File: src/rtl/rsc_pkg.sv
package rsc_pkg;

    typedef enum logic [2:0] {
        ST_IDLE     = 3'd0,
        ST_RUN      = 3'd1,
        ST_BLOCKED  = 3'd2,
        ST_UNBLOCK  = 3'd3,
        ST_SQUASH   = 3'd4,
        ST_SER      = 3'd5
    } rsc_state_e;

    function automatic int skid_capacity(input int dn_delay, input int dec_w, input int ren_w);
        return 2 * (dn_delay * dec_w) + ren_w;
    endfunction

endpackage

File: src/rtl/rsc_stall_flags.sv
module rsc_stall_flags #(
    parameter int NSRC = 2
) (
    input  logic            clk,
    input  logic            rst_n,
    input  logic [NSRC-1:0] set_i,
    input  logic [NSRC-1:0] clr_i,
    output logic [NSRC-1:0] eff_o
);

    logic [NSRC-1:0] flag_q;

    for (genvar k = 0; k < NSRC; k++) begin : g_src
        // a block pulse wins over a simultaneous unblock
        assign eff_o[k] = set_i[k] | (flag_q[k] & ~clr_i[k]);

        always_ff @(posedge clk or negedge rst_n) begin
            if (!rst_n) flag_q[k] <= 1'b0;
            else        flag_q[k] <= eff_o[k];
        end

        assert_flag_hold_R4: assert property (@(posedge clk) disable iff (!rst_n)
            eff_o[k] |=> (eff_o[k] || clr_i[k]));
    end

endmodule

File: src/rtl/rsc_skid_track.sv
module rsc_skid_track #(
    parameter int CAP   = 12,
    parameter int RW    = 4,
    parameter int LVL_W = 4,
    parameter int IN_W  = 3
) (
    input  logic             clk,
    input  logic             rst_n,
    input  logic             clear_i,
    input  logic [IN_W-1:0]  push_amt_i,
    input  logic             pop_i,
    input  logic             reinsert_i,
    output logic [LVL_W-1:0] level_o,
    output logic             err_o
);

    localparam int SUM_W = LVL_W + IN_W + 1;

    logic [LVL_W-1:0] level_q;
    logic             err_q;
    logic [SUM_W-1:0] pop_n;
    logic [SUM_W-1:0] sum;
    logic             over;

    always_comb begin
        pop_n = '0;
        if (pop_i) begin
            pop_n = (SUM_W'(level_q) < SUM_W'(RW)) ? SUM_W'(level_q) : SUM_W'(RW);
        end
        sum = SUM_W'(level_q) - pop_n + SUM_W'(push_amt_i)
            + SUM_W'(reinsert_i && (level_q != '0));
        over = !clear_i && (sum > SUM_W'(CAP));
    end

    always_ff @(posedge clk or negedge rst_n) begin
        if (!rst_n) begin
            level_q <= '0;
            err_q   <= 1'b0;
        end else begin
            if (clear_i)   level_q <= '0;
            else if (over) level_q <= LVL_W'(CAP);
            else           level_q <= sum[LVL_W-1:0];
            if (over) err_q <= 1'b1;
        end
    end

    assign level_o = level_q;
    assign err_o   = err_q;

    assert_err_sticky_R9: assert property (@(posedge clk) disable iff (!rst_n)
        err_q |=> err_q);
    assert_err_cause_R9: assert property (@(posedge clk) disable iff (!rst_n)
        $rose(err_q) |-> $past(push_amt_i != '0 || reinsert_i));
    assert_clear_empties_R2: assert property (@(posedge clk) disable iff (!rst_n)
        clear_i |=> (level_q == '0));

endmodule

File: src/rtl/rename_stall_ctrl.sv
module rename_stall_ctrl
    import rsc_pkg::*;
#(
    parameter int DN_DELAY = 1,
    parameter int DECODE_W = 4,
    parameter int RENAME_W = 4,
    parameter int INFL_W   = 6,
    localparam int SKID_MAX = 2 * (DN_DELAY * DECODE_W) + RENAME_W,
    localparam int LVL_W    = $clog2(SKID_MAX + 1),
    localparam int IN_W     = $clog2(DECODE_W + 1)
) (
    input  logic              clk,
    input  logic              rst_n,
    input  logic              squash_i,
    input  logic              rob_squashing_i,
    input  logic              dn_block_i,
    input  logic              dn_unblock_i,
    input  logic              cm_block_i,
    input  logic              cm_unblock_i,
    input  logic              res_stall_i,
    input  logic              rob_empty_i,
    input  logic [INFL_W-1:0] inflight_i,
    input  logic              ser_head_i,
    input  logic [IN_W-1:0]   in_count_i,
    output logic              up_block_o,
    output logic              up_unblock_o,
    output logic              skid_push_o,
    output logic              skid_pop_o,
    output logic              skid_clear_o,
    output logic              ser_reinsert_o,
    output logic [2:0]        state_o,
    output logic [LVL_W-1:0]  skid_level_o,
    output logic              skid_ovf_o
);

    localparam int CAP = skid_capacity(DN_DELAY, DECODE_W, RENAME_W);

    rsc_state_e      st_q, st_d;
    logic [1:0]      flag_eff;
    logic            stall;
    logic            drained;
    logic [IN_W-1:0] push_amt;
    logic            pop_req;
    logic            clear;
    logic            reinsert;
    logic [LVL_W-1:0] level;

    rsc_stall_flags #(.NSRC(2)) u_flags (
        .clk   (clk),
        .rst_n (rst_n),
        .set_i ({cm_block_i, dn_block_i}),
        .clr_i ({cm_unblock_i, dn_unblock_i}),
        .eff_o (flag_eff)
    );

    rsc_skid_track #(.CAP(CAP), .RW(RENAME_W), .LVL_W(LVL_W), .IN_W(IN_W)) u_skid (
        .clk        (clk),
        .rst_n      (rst_n),
        .clear_i    (clear),
        .push_amt_i (push_amt),
        .pop_i      (pop_req),
        .reinsert_i (reinsert),
        .level_o    (level),
        .err_o      (skid_ovf_o)
    );

    assign stall   = (|flag_eff) | res_stall_i;
    assign drained = rob_empty_i && (inflight_i == '0);

    always_ff @(posedge clk or negedge rst_n) begin
        if (!rst_n) st_q <= ST_IDLE;
        else        st_q <= st_d;
    end

    always_comb begin
        st_d         = st_q;
        up_block_o   = 1'b0;
        up_unblock_o = 1'b0;
        push_amt     = '0;
        pop_req      = 1'b0;
        clear        = 1'b0;
        reinsert     = 1'b0;
        if (squash_i) begin
            st_d         = ST_SQUASH;
            clear        = 1'b1;
            up_unblock_o = (st_q == ST_BLOCKED) || (st_q == ST_UNBLOCK) || (st_q == ST_SER);
        end else begin
            unique case (st_q)
                ST_IDLE, ST_RUN: begin
                    if (stall) begin
                        up_block_o = 1'b1;
                        push_amt   = in_count_i;
                        st_d       = ST_BLOCKED;
                    end else if (in_count_i != '0 && ser_head_i) begin
                        up_block_o = 1'b1;
                        push_amt   = in_count_i - IN_W'(1);
                        st_d       = ST_SER;
                    end else if (in_count_i != '0) begin
                        st_d = ST_RUN;
                    end
                end
                ST_BLOCKED: begin
                    push_amt = in_count_i;
                    if (!stall) st_d = ST_UNBLOCK;
                end
                ST_UNBLOCK: begin
                    if (stall) begin
                        push_amt = in_count_i;
                        st_d     = ST_BLOCKED;
                    end else if (level == '0) begin
                        up_unblock_o = 1'b1;
                        st_d         = ST_RUN;
                    end else begin
                        pop_req  = 1'b1;
                        push_amt = in_count_i;
                    end
                end
                ST_SQUASH: begin
                    if (!rob_squashing_i && !stall) st_d = ST_RUN;
                end
                ST_SER: begin
                    push_amt = in_count_i;
                    if (drained && !stall) begin
                        reinsert = 1'b1;
                        st_d     = ST_UNBLOCK;
                    end
                end
                default: st_d = ST_IDLE;
            endcase
        end
    end

    assign skid_push_o    = (push_amt != '0);
    assign skid_pop_o     = pop_req;
    assign skid_clear_o   = clear;
    assign ser_reinsert_o = reinsert;
    assign state_o        = st_q;
    assign skid_level_o   = level;

    assert_squash_enters_R2: assert property (@(posedge clk) disable iff (!rst_n)
        squash_i |=> (state_o == 3'd4));
    assert_squash_holds_R3: assert property (@(posedge clk) disable iff (!rst_n)
        (state_o == 3'd4 && rob_squashing_i && !squash_i) |=> (state_o == 3'd4));
    assert_block_single_R5: assert property (@(posedge clk) disable iff (!rst_n)
        up_block_o |=> !up_block_o);
    assert_ser_no_block_R6: assert property (@(posedge clk) disable iff (!rst_n)
        (state_o == 3'd5 && !squash_i) |=> (state_o != 3'd2));
    assert_unblock_drained_R7: assert property (@(posedge clk) disable iff (!rst_n)
        (up_unblock_o && !squash_i) |-> (skid_level_o == '0));

endmodule

File: config.mk
export PLATFORM = sky130hd
export DESIGN_NAME = rename_stall_ctrl
export DESIGN_NICKNAME = d
export VERILOG_FILES = /design/src/rtl/rsc_pkg.sv /design/src/rtl/rsc_stall_flags.sv /design/src/rtl/rsc_skid_track.sv /design/src/rtl/rename_stall_ctrl.sv
export SDC_FILE = /design/constraint.sdc
export NUM_CORES = 1
export LEC_CHECK = 0
export ABC_CLOCK_PERIOD_IN_PS = 3600
export BUFFER_PORTS_ARGS = -buffer_cell sky130_fd_sc_hd__buf_2
export CAP_MARGIN = 10
export CORE_MARGIN = 1.5
export CORE_UTILIZATION = 47
export CTS_CLUSTER_DIAMETER = 120
export DETAILED_ROUTE_END_ITERATION = 8
export PLACE_DENSITY = 0.77
export SLEW_MARGIN = 20
export SYNTH_ARGS = -nofsm -noshare
export SYNTH_HDL_FRONTEND = slang
export SYNTH_HIERARCHICAL = 1
export SYNTH_SLANG_ARGS = --single-unit
export TNS_END_PERCENT = 10
File: constraint.sdc
create_clock -name clk -period 3.6 [get_ports clk]
set_input_delay 0.18 -clock clk [delete_from_list [all_inputs] [get_ports clk]]
set_output_delay 0.18 -clock clk [all_outputs]
set_load 0.01 [all_outputs]
==> qor.yml <==
grt_usage_pct: 21.72
start_util_pct: 48.71
vias_in_the_first_global_route: 1139
worstPathArrival_ns: 3.85
htree_num_levels: 1
timing.final.hold_violations: 0
synth.top_cell.area_share_pct: 21.12
power-per-cell-area_mw_per_mm2: 445.0
pin_count: 34
detail_route.wirelength_um: 2879
average_cell_area_after_synthesis_um2: 8.586
cts_root_buf: "sky130_fd_sc_hd__clkbuf_4"
worstSetupStartpointType: "register"
fin_crit_ns: 3.666
clock_latency_ns: 0.26
layout.filler_cells: 222
final_cells: 211
timing.final.max_slew_violations: 0
via_per_inst: 5.479
final_net_count: 214
global_route_wire_length_before_repair_um: 4629
rows: 18
run_status: "finished with violations"
hold-worst-slack_ns: 0.1793
element_type_at_the_critical_path_end: "register"
achievable-frequency_mhz: 272.7
r2r_cells: 13
timing.hold.worst.class: "input port to register"
num_antenna_cells: 0
main_flop_type_after_synthesis: "sky130_fd_sc_hd__dfrtp_1"
rsz_0062_raised_after_global_routing: "yes"
place_congestion: 0.8211
irDropWorstVdd_mv: 0.4821
syn_inst: 138
placed_cells: 206
area_growth_pct: 27.56
violations: "negative setup slack"
core-area_mm2: 0.002432
reg2reg_from: "u_flags/flag_q[0]$_DFF_PN0_"
yosysUniqueCellTypes: 50
drt-wirelength-per-cell_um: 13.64
maxCapViolations: 0
number_of_antenna_violations_at_the_first_check_in_global_routing: 0
grt_max_degree: 15
drtPass1Iterations: 4
tritoncts: "yes"
post_route_ant_nets: 0
vias: 1156
die_x_um: 53.21
yosys.cell_count.top_type: "sky130_fd_sc_hd__inv_1"
synth_commonest_cells: "23 x sky130_fd_sc_hd__inv_1, 10 x sky130_fd_sc_hd__dfrtp_1, 9 x sky130_fd_sc_hd__a21oi_1"
path_clk_slew_ns: 0.07
cts_sinks: 10
cts.repair_timing.setup_buffer_count: 0
postSynth.asyncResetShare_pct: 100.0
setup_viol: 4
layout-drive-gt1-share_pct: 37.02
die_h_um: 53.21
cts-buffers-inserted: 3
static-leakage-power_nw: 0.7483
power.total_mw: 0.6725
critical_path_class: "register to register"
first_iter_violations: 20
hold_path_depth: 2
timing.hold.worst.start: "dn_block_i"
timing.critical_path.required_ns: 3.78
globalRouteOverflowTotal: 0
critPathMaxFanout: 5
number_of_enable_type_register_cells_in_the_synthesized_netlist: 0
setup_ws_ns: -0.06637
synth_area_mm2: 0.001185
critical_path.startpoint: "u_flags/flag_q[0]$_DFF_PN0_"
synth_top_cells_by_area: "sky130_fd_sc_hd__dfrtp_1 21%, sky130_fd_sc_hd__fa_1 8.4%, sky130_fd_sc_hd__ha_1 7.4%"
synth_largest_area_cell: "sky130_fd_sc_hd__dfrtp_1"
final_min_period_over_clock_period_pct: 101.8
detailedPlacementHpwl_um: 2377
finClkSkew_ns: 0.001782
drcViolationCount: 0
synth_nets: 170
synth.yosys.seq_area_share_pct: 21.12
ys_ff_latch: 10
cts-root-to-sink-buffers: 2
total_of_buffers_placed_on_input_and_output_ports: 33
ys.warnings.count: 6
floorplan.die_area_mm2: 0.002831
sequential cells by signal (all words and copies together), names as in the netlist:
name,count
u_skid/err_o,1
u_flags/flag_q,2
u_skid/level_o,4
state_o,3
placed cells by master, fill, tap and decap left out, types with 3 or more instances in the layout:
master	synthesis	final
sky130_fd_sc_hd__nor2b_1	3	3
sky130_fd_sc_hd__inv_1	23	22
sky130_fd_sc_hd__ha_1	7	7
sky130_fd_sc_hd__a21o_1	4	4
sky130_fd_sc_hd__clkbuf_4	1	3
sky130_fd_sc_hd__buf_4	2	10
sky130_fd_sc_hd__and3_1	4	4
sky130_fd_sc_hd__o21ai_0	3	3
sky130_fd_sc_hd__nand2b_1	4	4
sky130_fd_sc_hd__fa_1	5	4
sky130_fd_sc_hd__nor4_2	1	3
sky130_fd_sc_hd__buf_2	1	33
sky130_fd_sc_hd__a21oi_1	9	9
sky130_fd_sc_hd__nor2_1	8	8
sky130_fd_sc_hd__nand2_1	6	6
sky130_fd_sc_hd__dfrtp_1	10	10
logic make-up after synthesis:
kind of cell / share of synthesized area (%)
XOR/XNOR: 2.218
other: 0.6338
AO/OA/AOI/OAI: 21.65
adder cells (fa/ha/maj): 15.84
buffers and inverters: 11.19
multiplexers: 1.690
AND/OR/NAND/NOR: 25.66
flip-flops: 21.12
layout make-up:
type                    instances  area (um^2)  share of cell area [%]
flip-flops and latches         10        250.2                   16.56
clock buffers                   4        36.28                   2.401
inverters                      23        86.33                   5.712
repair buffers                 44        250.2                   16.56
multi-input cells             100        850.8                   56.29
well taps                      30        37.54                   2.483
what timing repair did:
action | in CTS | in global routing
endpoints found under the hold margin | 10 | 0
pin swaps | 0 | 2
setup endpoints to repair | 5 | 5
hold buffers | 1 | 0
resized for setup | 2 | 3
worst paths after layout:
kind | end | slack (ns)
max reg2reg | u_skid/level_o[0]$_DFF_PN0_ | -0.07
min in group asynchronous | state_o[1]$_DFFE_PN0P_ | 0.31
min | u_flags/flag_q[0]$_DFF_PN0_ | 0.18
max | u_skid/level_o[0]$_DFF_PN0_ | -0.07
min reg2reg | u_skid/err_o$_DFFE_PN0P_ | 0.52
max in group asynchronous | state_o[0]$_DFFE_PN0P_ | 3.11
worst max-delay path, cell delays in order (launching register included):
cell and delay, ns:
sky130_fd_sc_hd__dfrtp_1 0.36, sky130_fd_sc_hd__a21o_1 0.19, sky130_fd_sc_hd__or3_4 0.38, sky130_fd_sc_hd__or4_4 0.49
sky130_fd_sc_hd__o2bb2ai_1 0.14, sky130_fd_sc_hd__and2_1 0.14, sky130_fd_sc_hd__inv_2 0.04, sky130_fd_sc_hd__fa_1 0.47
sky130_fd_sc_hd__fa_2 0.37, sky130_fd_sc_hd__and2b_1 0.22, sky130_fd_sc_hd__nor3_1 0.06, sky130_fd_sc_hd__or4_4 0.44
sky130_fd_sc_hd__o21ai_4 0.09, sky130_fd_sc_hd__nor3b_2 0.20
routing by layer:
layer  track usage (%)  share of wire (%)  vias up
met4             4.701                  0        0
met1             23.90                 42      565
met2             43.00                 54       28
li1                  -                  -      563
met5                 0                  0        -
met3             2.825                4.2        0
power by group:
part	internal (mW)	total [mW]	switching, mW
sequential	0.129	0.152	0.0238
combinational	0.194	0.420	0.226
clock	0.0614	0.101	0.0392
through the flow:
step                      cell area, um^2  util, %  worst slack (ns)  setup TNS, ns
after CTS                            1499    61.63          -0.07358        -0.1600
after floorplan                      1216        -           0.01556              0
after global placement               1441    59.26           0.04414              0
after detailed placement             1441    59.26          -0.06330        -0.1503
final                                1511    62.14          -0.06637        -0.1441
after global routing                 1511    62.14           -0.1820        -0.7123
(Power assumes the default switching activity.)
